`src/rtl/tsc_pkg.sv`:
```
package tsc_pkg;

    localparam int DEF_SN_W = 3;

    typedef enum logic [1:0] {
        CELL_NONE  = 2'd0,
        CELL_FETCH = 2'd1,
        CELL_LOAD  = 2'd2,
        CELL_ODD   = 2'd3
    } cell_kind_e;

    // Classify a strobe: sequence 0 starts a fetch, sequence 1 is the load point,
    // other odd numbers carry code bits, everything else carries nothing.
    function automatic cell_kind_e classify(input logic start, input logic sig,
                                            input logic is_zero, input logic is_one,
                                            input logic is_odd);
        cell_kind_e k;
        k = CELL_NONE;
        if (start && !sig) begin
            if (is_zero)     k = CELL_FETCH;
            else if (is_one) k = CELL_LOAD;
            else if (is_odd) k = CELL_ODD;
        end
        return k;
    endfunction

endpackage

```
`src/rtl/tsc_fetch.sv`:
```
module tsc_fetch #(
    parameter int CODE_W = 4
) (
    input  logic              clk,
    input  logic              rst_n,
    input  logic              sig_mode_i,
    input  logic              fetch_go_i,
    input  logic              consume_i,
    input  logic              ack_i,
    input  logic [CODE_W-1:0] code_i,
    output logic              req_o,
    output logic              pend_valid_o,
    output logic [CODE_W-1:0] pend_code_o
);

    typedef struct packed {
        logic              req;
        logic              pvalid;
        logic [CODE_W-1:0] pcode;
    } fetch_st_t;

    fetch_st_t st_d, st_q;

    always_comb begin
        st_d = st_q;
        if (consume_i) begin
            st_d.pvalid = 1'b0;
        end
        if (sig_mode_i) begin
            st_d.req = 1'b0;
        end else begin
            if (fetch_go_i && !st_q.req && !st_q.pvalid) begin
                st_d.req = 1'b1;
            end
            if (ack_i && st_q.req) begin
                st_d.req    = 1'b0;
                st_d.pvalid = 1'b1;
                st_d.pcode  = code_i;
            end
        end
    end

    always_ff @(posedge clk) begin
        if (!rst_n) begin
            st_q <= '0;
        end else begin
            st_q <= st_d;
        end
    end

    assign req_o        = st_q.req;
    assign pend_valid_o = st_q.pvalid;
    assign pend_code_o  = st_q.pcode;

    p_req_drops_on_ack_r2: assert property (@(posedge clk) disable iff (!rst_n)
        (st_q.req && ack_i) |=> !req_o);

    p_no_req_in_sig_r7: assert property (@(posedge clk) disable iff (!rst_n)
        sig_mode_i |=> !req_o);

    p_stray_ack_ignored_r8: assert property (@(posedge clk) disable iff (!rst_n)
        (!st_q.req && !consume_i) |=> ($stable(pend_code_o) && $stable(pend_valid_o)));

endmodule

```
`src/rtl/tsc_hold.sv`:
```
module tsc_hold #(
    parameter int CODE_W = 4
) (
    input  logic              clk,
    input  logic              rst_n,
    input  logic              load_cell_i,
    input  logic              odd_cell_i,
    input  logic              pend_valid_i,
    input  logic [CODE_W-1:0] pend_code_i,
    output logic              consume_o,
    output logic [CODE_W-1:0] held_nxt_o,
    output logic              late_o
);

    localparam int LEFT_W = (CODE_W > 2) ? $clog2(CODE_W) : 1;

    typedef struct packed {
        logic [CODE_W-1:0] held;
        logic [LEFT_W-1:0] left;
        logic              late;
    } hold_st_t;

    hold_st_t st_d, st_q;
    logic     load_ok;

    always_comb begin
        st_d      = st_q;
        consume_o = 1'b0;
        load_ok   = load_cell_i && (st_q.left == '0);
        if (load_ok) begin
            if (pend_valid_i) begin
                st_d.held = pend_code_i;
                consume_o = 1'b1;
            end else begin
                st_d.late = 1'b1;
            end
            st_d.left = LEFT_W'(CODE_W - 1);
        end else if ((load_cell_i || odd_cell_i) && (st_q.left != '0)) begin
            st_d.left = st_q.left - LEFT_W'(1);
        end
    end

    always_ff @(posedge clk) begin
        if (!rst_n) begin
            st_q <= '0;
        end else begin
            st_q <= st_d;
        end
    end

    assign held_nxt_o = st_d.held;
    assign late_o     = st_q.late;

    p_late_sticky_r5: assert property (@(posedge clk) disable iff (!rst_n)
        late_o |=> late_o);

    p_held_locked_r6: assert property (@(posedge clk) disable iff (!rst_n)
        (st_q.left != '0) |=> $stable(st_q.held));

endmodule

```
`src/rtl/tsc_bitsel.sv`:
```
module tsc_bitsel #(
    parameter int SN_W   = 3,
    parameter int CODE_W = 4
) (
    input  logic              clk,
    input  logic              rst_n,
    input  logic              cell_start_i,
    input  logic              sig_mode_i,
    input  logic [SN_W-1:0]   sn_i,
    input  logic [CODE_W-1:0] held_nxt_i,
    output logic              ins_bit_o
);

    logic              bit_d, bit_q;
    logic [CODE_W-1:0] msb_first;
    logic [SN_W-2:0]   slot;

    always_comb begin
        for (int i = 0; i < CODE_W; i++) begin
            msb_first[i] = held_nxt_i[CODE_W-1-i];
        end
        slot  = sn_i[SN_W-1:1];
        bit_d = bit_q;
        if (cell_start_i) begin
            bit_d = (!sig_mode_i && sn_i[0]) ? msb_first[slot] : 1'b0;
        end
    end

    always_ff @(posedge clk) begin
        if (!rst_n) begin
            bit_q <= 1'b0;
        end else begin
            bit_q <= bit_d;
        end
    end

    assign ins_bit_o = bit_q;

    p_even_zero_r4: assert property (@(posedge clk) disable iff (!rst_n)
        (cell_start_i && !sn_i[0]) |=> !ins_bit_o);

    p_sig_zero_r7: assert property (@(posedge clk) disable iff (!rst_n)
        (cell_start_i && sig_mode_i) |=> !ins_bit_o);

    p_bit_held_r3: assert property (@(posedge clk) disable iff (!rst_n)
        !cell_start_i |=> $stable(ins_bit_o));

endmodule

```
`src/rtl/tsc_insert_seq.sv`:
```
module tsc_insert_seq
    import tsc_pkg::*;
#(
    parameter int SN_W = DEF_SN_W
) (
    input  logic                       clk,
    input  logic                       rst_n,
    input  logic                       sig_mode_i,
    input  logic                       cell_start_i,
    input  logic [SN_W-1:0]            cell_sn_i,
    output logic                       ts_req_o,
    input  logic                       ts_ack_i,
    input  logic [(2**(SN_W-1))-1:0]   ts_code_i,
    output logic                       ins_bit_o,
    output logic                       late_o
);

    localparam int CODE_W = 2 ** (SN_W - 1);

    cell_kind_e        kind;
    logic              fetch_go, load_cell, odd_cell;
    logic              consume, pend_valid;
    logic [CODE_W-1:0] pend_code, held_nxt;

    always_comb begin
        kind      = classify(cell_start_i, sig_mode_i, cell_sn_i == '0,
                             cell_sn_i == SN_W'(1), cell_sn_i[0]);
        fetch_go  = (kind == CELL_FETCH);
        load_cell = (kind == CELL_LOAD);
        odd_cell  = (kind == CELL_ODD);
    end

    tsc_fetch #(.CODE_W(CODE_W)) i_fetch (
        .clk          (clk),
        .rst_n        (rst_n),
        .sig_mode_i   (sig_mode_i),
        .fetch_go_i   (fetch_go),
        .consume_i    (consume),
        .ack_i        (ts_ack_i),
        .code_i       (ts_code_i),
        .req_o        (ts_req_o),
        .pend_valid_o (pend_valid),
        .pend_code_o  (pend_code)
    );

    tsc_hold #(.CODE_W(CODE_W)) i_hold (
        .clk          (clk),
        .rst_n        (rst_n),
        .load_cell_i  (load_cell),
        .odd_cell_i   (odd_cell),
        .pend_valid_i (pend_valid),
        .pend_code_i  (pend_code),
        .consume_o    (consume),
        .held_nxt_o   (held_nxt),
        .late_o       (late_o)
    );

    tsc_bitsel #(.SN_W(SN_W), .CODE_W(CODE_W)) i_bitsel (
        .clk          (clk),
        .rst_n        (rst_n),
        .cell_start_i (cell_start_i),
        .sig_mode_i   (sig_mode_i),
        .sn_i         (cell_sn_i),
        .held_nxt_i   (held_nxt),
        .ins_bit_o    (ins_bit_o)
    );

    p_req_needs_fetch_r2: assert property (@(posedge clk) disable iff (!rst_n)
        $rose(ts_req_o) |-> $past(cell_start_i && cell_sn_i == '0 && !sig_mode_i));

endmodule

```
`config.mk`:
```
export PLATFORM = sky130hd
export DESIGN_NAME = tsc_insert_seq
export DESIGN_NICKNAME = d
export VERILOG_FILES = /design/src/rtl/tsc_pkg.sv /design/src/rtl/tsc_fetch.sv /design/src/rtl/tsc_hold.sv /design/src/rtl/tsc_bitsel.sv /design/src/rtl/tsc_insert_seq.sv
export SDC_FILE = /design/constraint.sdc
export NUM_CORES = 1
export LEC_CHECK = 0
export ABC_AREA = 1
export BUFFER_PORTS_ARGS = -buffer_cell sky130_fd_sc_hd__buf_2
export CAP_MARGIN = 20
export CORE_AREA = 8 8 45 47
export CTS_CLUSTER_SIZE = 12
export DETAILED_ROUTE_END_ITERATION = 12
export DIE_AREA = 0 0 53 55
export PLACE_DENSITY = 0.78
export REMOVE_ABC_BUFFERS = 1
export SLEW_MARGIN = 30
export SYNTH_ARGS = -nofsm -noshare
export SYNTH_HDL_FRONTEND = slang
export SYNTH_SLANG_ARGS = --single-unit
export TNS_END_PERCENT = 5
```
`constraint.sdc`:
```
create_clock -name clk -period 2.9 [get_ports clk]
set_input_delay 0.58 -clock clk [delete_from_list [all_inputs] [get_ports clk]]
set_output_delay 0.58 -clock clk [all_outputs]
set_load 0.1 [all_outputs]
```
Yosys cells after proc, flatten, opt, wreduce, memory -nomap -nowiden
Cells that the tools add are included.
Widths: inputs -> output; s select.

storage, ports and cells
  flip-flop bits (word level) = 14
  bits of input ports = 12
  output and inout bits = 3
  logic and storage cells = 50

operators by class
  add/sub/neg operators = 1
  order comparisons = 1
  eq/ne operators = 4
  mux-type cells = 16
  bitwise operators = 3
  reduce and logical (&&, ||, !) cells = 18

operators with widths
  kind                 count
  $mux 2               6
  $mux 5               2
  $mux 4               2
  $logic_and 1x1->1    7
  $mux 1               5
  $eq 2x2->1 const B   2
  $reduce_and 2->1     2
  $reduce_bool 2->1    2
  $eq 3x1->1 const B   1
  $logic_not 1->1      3
  $logic_not 3->1      1
  $lt 2x3->1 const B   1
  $not 1->1            3
  $reduce_or 3->1      1
  $bmux 1 s2           1
  $eq 2x1->1 const B   1
  $logic_not 2->1      1
  $sub 2x1->2 const B  1
  $logic_or 1x1->1     1

Longest topological paths before layout
Gate-level depths: netlist of run 1.

  word-level depth = 10
  mapped depth = 12
  mapped depth without buffers = 12

Modules after synthesis
From an unflattened synthesis of run 1, not the netlist that was laid out.

second synthesis, totals
  cell total of the unflattened synthesis = 121
  area total of the unflattened synthesis = 778.2 sq um

modules (own cells, without submodules)
  module          times used  cells each  area each (sq um)  seq. area each (sq um)
  tsc_hold        1           62          391.6              140.1
  tsc_fetch       1           35          251.5              120.1
  tsc_bitsel      1           14          93.8               20.0
  tsc_insert_seq  1           10          41.3               0.0

Least setup slack after synthesis of run 1
Ideal clock, no wire load.

  path type = flip-flop to flip-flop
  from = register i_fetch.st_q, in the netlist i_fetch.req_o
  to = register i_fetch.st_q, in the netlist i_fetch.pend_code_o[0]
  setup time = 0.116 ns
  arrival = 1.540 ns
  data required time = 2.784 ns
  path slack = 1.244 ns
  cell stages (with the launch flop) = 6
  path buffers = 0
  clock period less this slack = 1.656 ns
  cell sequence = dfxtp_1 nand2_1 nor2_1 inv_1 nor2_1 nor2_1

between the ends
  longest elaborated chain between the ends = 2

RTL lines
  item                        line             RTL
  from (decl)                 tsc_fetch.sv:22  fetch_st_t st_d, st_q;
  from (signal assigned)      tsc_fetch.sv:47  st_q <= st_d;
  $logic_and 1x1->1           tsc_fetch.sv:35  if (ack_i && st_q.req) begin
  $reduce_and 2->1 (no line)  -

No other way between the ends.
A chain may end at the register's enable or synchronous reset.

Final worst setup path of run 1
  from = register i_fetch.st_q, in the netlist i_fetch.req_o
  to = output port ts_req_o

RTL lines
  item       line                  RTL
  to (decl)  tsc_insert_seq.sv:11  output logic ts_req_o,

No word-level cell between the ends.

==> results.json, run 1 <==
{
  "netlist_area_um2": 686,
  "postCtsSetupBuffers": 0,
  "crit_buf_inv": 1,
  "final_core_util_pct": 56.9,
  "totalWireLength_um": 1370,
  "clk_path_buf_depth": 2,
  "grt_pass1_wl_um": 2410,
  "reg2regPathDepth": 11,
  "drive_gt1_share_pct": 23.9,
  "status": "completed",
  "cts_tree": "built",
  "start_util_pct": 49.5,
  "min_period_ns": 1.64,
  "io_buffers": 14,
  "die_w_um": 53,
  "num_io_pins": 15,
  "drt_first_pass_iters": 4,
  "syn2layout_area_growth_pct": 14.8,
  "max-cap-violations": 0,
  "ys_ff_latch": 14,
  "min_path_cells": 2,
  "yosys_warnings": 0,
  "holdBufCountCts": 0,
  "fin_crit_sh_pct": 56.5,
  "slew_headroom_pct": 67.6,
  "grt_pass1_vias": 619,
  "drv_slew": 0,
  "crit_fanout": 3,
  "regToRegSetupSlack_ns": 1.48,
  "diodes": 0,
  "arrival_ns": 1.06,
  "grt-ovfl-total": 0,
  "routed.top_layer": "met4",
  "fmax_mhz": 611,
  "finalInstanceArea_um2": 787,
  "die_height_um": 55,
  "dp_hpwl_um": 1120,
  "fin_nets": 132,
  "drt-initial-drc-count": 11,
  "dr_wl_met3_um": 62,
  "antenna_found_initial": 0,
  "synth_area_per_cell_um2": 6.79,
  "crit_start": "i_fetch.req_o",
  "dpl_worst_slack_ns": 1.29,
  "core_mm2": 0.00138,
  "startpoint_type": "flip-flop",
  "path_cells": "buf_2",
  "dr_wl_met2_um": 659,
  "min_to": "i_hold.late_o",
  "clk_latency_ns": 0.27,
  "timing.final.ws_setup_ns": 1.26,
  "cts_inserted_buffers": 3,
  "vias": 660,
  "drc": 0,
  "post_cts_resized": 0,
  "critical-path-top-delay-family": "buffers and inverters",
  "wl_met1_um": 619,
  "cts_max_level": 1,
  "ys_seq_area_share_pct": 40.9,
  "place_area_um2": 764,
  "endpoint_kind": "primary output",
  "grt_max_degree": 12,
  "cts_sinks": 14,
  "grt_setup_unrepaired": "no",
  "place.gp.congestion": 0.898,
  "via_per_inst": 4.96,
  "hold_viol": 0,
  "ir_drop_v": 0.000251,
  "crit_type": "flip-flop to primary output",
  "min_from": "i_hold.late_o",
  "root_buffer": "clkbuf_4",
  "timing.rr.start": "i_hold.st_q[1]",
  "critPathRequiredTime_ns": 2.32,
  "clkTransAtPathRegs_ns": 0.07,
  "ant_nets": 0,
  "powerDensity_mw_per_mm2": 432,
  "cpPeakStageDelay_ns": 0.43,
  "reg2reg_to": "i_bitsel.ins_bit_o",
  "finalPower_w": 0.000340,
  "tightest_slew_ns": 0.489,
  "p_leak_nw": 0.396,
  "synth_cells": 101,
  "fin_skew_ns": 0.00273,
  "hp-class": "flip-flop to flip-flop",
  "slowest_stage": "buf_2",
  "track_usage_pct": 11.3,
  "rows": 14,
  "die_area_mm2": 0.00292,
  "setup_viol": 0,
  "routedWlPerCell_um": 10.3,
  "setup_tns_ns": 0,
  "ys_types": 19
}
==> cell usage in the layout (no fill, tap or decap) <==
master    synthesis  final
nor2_1           23     23
nand2_1          18     18
dfxtp_1          14     14
buf_2             0     14
inv_1            10     10
a21oi_1           7      7
o21ai_0           6      6
nand3_1           5      5
inv_2             4      4
nand2_2           4      4
clkbuf_4          0      3
nor2_2            1      1
nor2_4            1      1
o21a_1            1      1
clkinv_1          1      1
a21oi_2           1      1
nor4_1            1      1
o211a_1           1      1
a31oi_1           1      1
ha_1              1      1
==> synthesized netlist by cell type <==
library cell	number	share of area [%]
nor2_2	1	0.91
buf_6	1	1.6
inv_2	4	2.2
clkinv_1	1	0.55
nand3_1	5	3.6
dfxtp_1	14	41
nor2_1	23	13
o21ai_0	6	4.4
a21oi_2	1	1.3
inv_1	10	5.5
o21a_1	1	1.1
nand2_1	18	9.9
nand2_2	4	3.6
a31oi_1	1	0.91
a21oi_1	7	5.1
nor4_1	1	0.91
nor2_4	1	1.6
ha_1	1	1.8
o211a_1	1	1.5
==> power by group <==
group | switching (W) | internal [W]
combinational | 0.0000262 | 0.0000142
sequential | 0.00000127 | 0.000195
clock | 0.0000555 | 0.0000481
==> state kept, by name, indices dropped and copies added, names as in the netlist <==
name	cells
i_hold.late_o	1
i_fetch.req_o	1
i_bitsel.ins_bit_o	1
i_hold.st_q	6
i_fetch.pend_code_o	4
i_fetch.pend_valid_o	1
==> area by class of cell <==
cell class / count / area (um2)
tap: 16 / 20.0
inverter: 15 / 56.3
clock buffer: 3 / 22.5
timing repair buffer: 14 / 70.1
fill: 139 / 597
multi-input combinational: 71 / 338
sequential: 14 / 280
==> tightest hold or removal path: stages (launching register included) <==
cell and delay [ns]:
dfxtp_1 0.33, nor2_1 0.04, nor2_1 0.07
==> worst max-delay path by stage <==
stage | end | slack [ns] | depth (start not counted)
2_1_floorplan | i_fetch.pend_code_o[0] | 1.24 | 5
3_3_place_gp | i_bitsel.ins_bit_o | 1.32 | 9
3_5_place_dp | i_bitsel.ins_bit_o | 1.29 | 11
4_1_cts | ts_req_o | 1.25 | 1
5_1_grt | ts_req_o | 1.19 | 1
6_report | ts_req_o | 1.26 | 1
==> stage by stage <==
stage | hold WS [ns] | instances
4_1_cts | 0.486 | 133
3_5_place_dp | 0.466 | 130
2_1_floorplan | 0.469 | 100
6_report | 0.473 | 133
5_1_grt | 0.516 | 133
3_3_place_gp | 0.448 | 130
==> cell families after synthesis <==
family,Yosys count,synth area share (%)
and+or+nand+nor,53,33.2
AOI/OAI and AO/OA,17,14.2
buffers and inverters,16,9.85
DFF,14,40.9
adders and majority gates,1,1.82
==> routing by layer <==
metal / vias to the layer above / track usage (%)
met5: - / 0
met4: 0 / 9.05
met3: 4 / 4.01
met2: 11 / 18.6
met1: 295 / 11.6
li1: 350 / -
No activity file was read; power rests on OpenSTA's default activity.
==> inputs of run 2 (changes only) <==
CORE_AREA = default   (was 8 8 45 47)
CORE_MARGIN = 8   (was default)
CORE_UTILIZATION = 50   (was default)
DIE_AREA = default   (was 0 0 53 55)
PLACE_DENSITY = 0.76   (was 0.78)
clock period = 1.7 ns   (was 2.9 ns; I/O delays follow)
==> results.json, run 2 (synthesized netlist as in run 1, its figures left out) <==
{
  "fin_skew_ns": 0.00514,
  "crit_fanout": 4,
  "post_cts_resized": 0,
  "min_from": "ts_code_i[0]",
  "drv_slew": 0,
  "totalWireLength_um": 1440,
  "io_buffers": 14,
  "hp-class": "primary input to flip-flop",
  "fmax_mhz": 704,
  "cts_max_level": 1,
  "final_common_cell": "nor2_1",
  "tightest_slew_ns": 0.488,
  "min_period_ns": 1.42,
  "crit_start": "i_hold.st_q[1]",
  "vias": 648,
  "grt_setup_unrepaired": "no",
  "timing.rr.start": "i_hold.st_q[1]",
  "crit_type": "flip-flop to flip-flop",
  "root_buffer": "clkbuf_4",
  "die_area_mm2": 0.00281,
  "drc": 0,
  "status": "completed",
  "drt_first_pass_iters": 4,
  "hold_viol": 0,
  "startpoint_type": "flip-flop",
  "grt_pass1_vias": 621,
  "setup_tns_ns": 0,
  "cts_sinks": 14,
  "die_height_um": 53.0,
  "critPathRequiredTime_ns": 1.87,
  "endpoint_kind": "flip-flop",
  "cts_inserted_buffers": 3,
  "dp_hpwl_um": 1130,
  "arrival_ns": 1.59,
  "ant_nets": 0,
  "routedWlPerCell_um": 10.8,
  "min_path_cells": 3,
  "die_w_um": 53.0,
  "drt-initial-drc-count": 17,
  "grt_pass1_wl_um": 2480,
  "ir_drop_v": 0.000572,
  "reg2reg_to": "i_bitsel.ins_bit_o",
  "top_register": "i_hold.st_q",
  "track_usage_pct": 11.2,
  "diodes": 0,
  "dp.cells": 129,
  "clk_latency_ns": 0.28,
  "rows": 13,
  "min_to": "i_fetch.pend_code_o[0]",
  "regToRegSetupSlack_ns": 0.28,
  "clkTransAtPathRegs_ns": 0.09,
  "p_leak_nw": 0.403,
  "fin_crit_sh_pct": 83.6,
  "slew_headroom_pct": 67.7,
  "postCtsSetupBuffers": 0,
  "stdcell_count": 133,
  "clk_path_buf_depth": 2,
  "via_per_inst": 4.87,
  "cts_tree": "built",
  "powerDensity_mw_per_mm2": 804,
  "num_io_pins": 15,
  "nFillCells": 122,
  "drive_gt1_share_pct": 24.6,
  "reg2regPathDepth": 9,
  "place.gp.congestion": 0.817,
  "core_mm2": 0.00128,
  "most-common-layout-cells": "nor2_1, nand2_1, dfxtp_1, buf_2, inv_1",
  "grt-ovfl-total": 0,
  "grt_max_degree": 12,
  "largest_reg_flops": 6,
  "fin_nets": 132,
  "antenna_found_initial": 0,
  "max-cap-violations": 0,
  "holdBufCountCts": 0,
  "start_util_pct": 53.4,
  "setup_viol": 0,
  "syn2layout_area_growth_pct": 16.6
}
[run 2: changes by cell type in the layout (fill, tap and decap cells not counted)]
cell / before / now
clkbuf_8: 0 / 1
[run 2: cell type report]
class                           instances  area, um2  share of cell area, %
Clock buffer                            4       36.3                   4.54
Inverter                               15       56.3                   7.04
Multi-Input combinational cell         71        338                   42.3
Sequential cell                        14        280                   35.1
Tap cell                               15       18.8                   2.35
Timing Repair Buffer                   14       70.1                   8.76
[run 2: stage by stage]
| step | setup slack, ns | power [W] | hold WS, ns | utilization [%] | cell area [um2] |
|---|---|---|---|---|---|
| final | 0.279 | 0.000643 | 0.278 | 62.2 | 800 |
| after global routing | 0.105 | 0.000667 | 0.297 | 62.2 | 800 |
| after CTS | 0.258 | 0.000644 | 0.283 | 62.2 | 800 |
| after detailed placement | 0.284 | 0.000412 | 0.465 | 59.4 | 763 |
| after global placement | 0.262 | 0.000411 | 0.449 | 59.4 | 763 |
| after floorplan | 0.0442 | 0.000387 | 0.469 | - | 674 |
[run 2: layer usage]
metal  GRT usage [%]  wire [um]  vias to the layer above
met5               0          0                        -
met4            5.17         21                        0
met3            2.80         50                        4
met2            17.2        660                       11
met1            14.3        704                      280
li1                -          -                      353
[run 2: worst max path at each step]
stage | endpoint | slack [ns] | cells after the start
floorplan | i_fetch.pend_code_o[0] | 0.04 | 5
global placement | i_bitsel.ins_bit_o | 0.26 | 9
detailed placement | i_bitsel.ins_bit_o | 0.28 | 9
CTS | i_bitsel.ins_bit_o | 0.26 | 9
global route | i_bitsel.ins_bit_o | 0.11 | 9
finish | i_bitsel.ins_bit_o | 0.28 | 9
[run 2: worst max-delay path, stage by stage, from the launching register on]
cell	delay, ns
dfxtp_1	0.33
inv_1	0.06
ha_1	0.18
nand3_1	0.08
nor2_1	0.22
nand2_1	0.11
a21oi_1	0.16
nor2_1	0.07
nand2_1	0.07
a21oi_2	0.05
[run 2: where the power goes]
group	switching, W	internal, W
combinational	0.0000454	0.0000242
clock	0.000108	0.000130
sequential	0.00000245	0.000333
total	0.000156	0.000487
==> inputs of run 3 (changes only) <==
clock period = 1.35 ns   (was 1.7 ns; I/O delays follow)
==> results.json, run 3 (synthesized netlist as in run 1, its figures left out) <==
{
  "totalWireLength_um": 1560,
  "cts_inserted_buffers": 3,
  "startpoint_type": "flip-flop",
  "most-common-layout-cells": "nor2_1, nand2_1, dfxtp_1, buf_2",
  "clk_path_buf_depth": 2,
  "hp-class": "primary input to flip-flop",
  "grt_pass1_wl_um": 2600,
  "fin_skew_ns": 0.00293,
  "setup_tns_ns": 0,
  "cpPeakStageDelay_ns": 0.33,
  "die_w_um": 53.0,
  "setup_viol": 0,
  "top_register": "i_hold.st_q",
  "root_buffer": "clkbuf_4",
  "drt-initial-drc-count": 11,
  "io_buffers": 14,
  "fin_crit_sh_pct": 97.8,
  "ant_nets": 0,
  "num_io_pins": 15,
  "fin_nets": 134,
  "dp.cells": 131,
  "stdcell_count": 134,
  "endpoint_kind": "flip-flop",
  "drc": 0,
  "p_leak_nw": 0.425,
  "cts_max_level": 1,
  "drive_gt1_share_pct": 33.6,
  "critical-path-top-delay-family": "simple AND/OR/NAND/NOR gates",
  "grt_setup_unrepaired": "yes",
  "cp_common_cell": "nand2_1",
  "rows": 13,
  "powerDensity_mw_per_mm2": 868,
  "critPathRequiredTime_ns": 1.52,
  "crit_fanout": 4,
  "core_mm2": 0.00128,
  "drt_first_pass_iters": 4,
  "start_util_pct": 53.4,
  "max-cap-violations": 0,
  "die_area_mm2": 0.00281,
  "nFillCells": 117,
  "cts_sinks": 14,
  "arrival_ns": 1.49,
  "drv_slew": 0,
  "ir_drop_v": 0.000538,
  "fin_hold_ws_ns": 0.220,
  "min_period_ns": 1.32,
  "fmax_mhz": 757,
  "syn2layout_area_growth_pct": 27.9,
  "place.gp.congestion": 0.815,
  "finalPower_w": 0.000761,
  "postCtsSetupBuffers": 0,
  "crit_buf_inv": 1,
  "antenna_found_initial": 0,
  "hold_viol": 0,
  "diodes": 0,
  "clkTransAtPathRegs_ns": 0.08,
  "slew_headroom_pct": 80.0,
  "via_per_inst": 5.13,
  "status": "completed",
  "crit_type": "flip-flop to flip-flop",
  "clk_latency_ns": 0.27,
  "slowest_stage": "dfxtp_2",
  "cts_tree": "built",
  "die_height_um": 53.0,
  "grt_max_degree": 12,
  "dp_hpwl_um": 1200,
  "path_cells": "inv_2 -> ha_4 -> nand3_2 -> nor2_4 -> nand2_1 -> nand2_2 -> nand2_1 -> nand2_1 -> nor2_1 -> nand2_1 -> a21oi_2",
  "final_core_util_pct": 68.3,
  "tightest_slew_ns": 0.301,
  "routedWlPerCell_um": 11.7,
  "grt-ovfl-total": 0,
  "largest_reg_flops": 6,
  "final_common_cell": "nor2_1",
  "track_usage_pct": 12.4,
  "vias": 688,
  "grt_pass1_vias": 612
}
-- run 3: cell type report --
type | instances | area [um2] | share of cell area [%]
inverters | 15 | 58.8 | 6.70
repair buffers | 16 | 118 | 13.4
clock buffers | 3 | 22.5 | 2.57
flip-flops and latches | 14 | 284 | 32.4
multi-input cells | 71 | 375 | 42.8
well taps | 15 | 18.8 | 2.14
-- run 3: worst min-delay path: stages --
cell and delay, ns:
buf_2 0.08, nor2_1 0.03, nor2_1 0.08
-- run 3: worst paths after layout --
kind,to,slack (ns),depth (start not counted),start
setup / recovery,i_bitsel.ins_bit_o,0.03,11,i_hold.st_q[1]
hold / removal,i_fetch.pend_code_o[2],0.22,3,ts_code_i[2]
setup reg to reg,i_bitsel.ins_bit_o,0.03,11,i_hold.st_q[1]
hold reg to reg,i_bitsel.ins_bit_o,0.48,2,i_bitsel.ins_bit_o
-- run 3: timing repair --
action | 4_1_cts | 5_1_grt
endpoints found under the setup margin | 1 | 2
pin swaps | 6 | 1
resized for setup | 8 | 8
hold buffers | 0 | 0
-- run 3: per-stage QoR --
stage	setup slack (ns)	cell area, um2
finish	0.0293	877
global route	-0.0503	877
global placement	-0.0523	808
floorplan	-0.306	674
detailed placement	-0.0816	808
CTS	0.0115	857
-- run 3: power by group --
part	leakage, nW	switching (W)	total, W	internal [W]
logic	0.296	0.0000665	0.000107	0.0000409
clock network	0.0138	0.000128	0.000231	0.000103
registers	0.115	0.00000367	0.000423	0.000419
total	0.425	0.000198	0.000761	0.000563
-- run 3: layer usage --
metal	part of all wire [%]	GRT usage, %	vias to the layer above
met2	47	19.9	22
met3	6.6	5.04	8
met1	44	14.0	304
met5	0	0	-
li1	-	-	354
met4	1.8	5.17	0
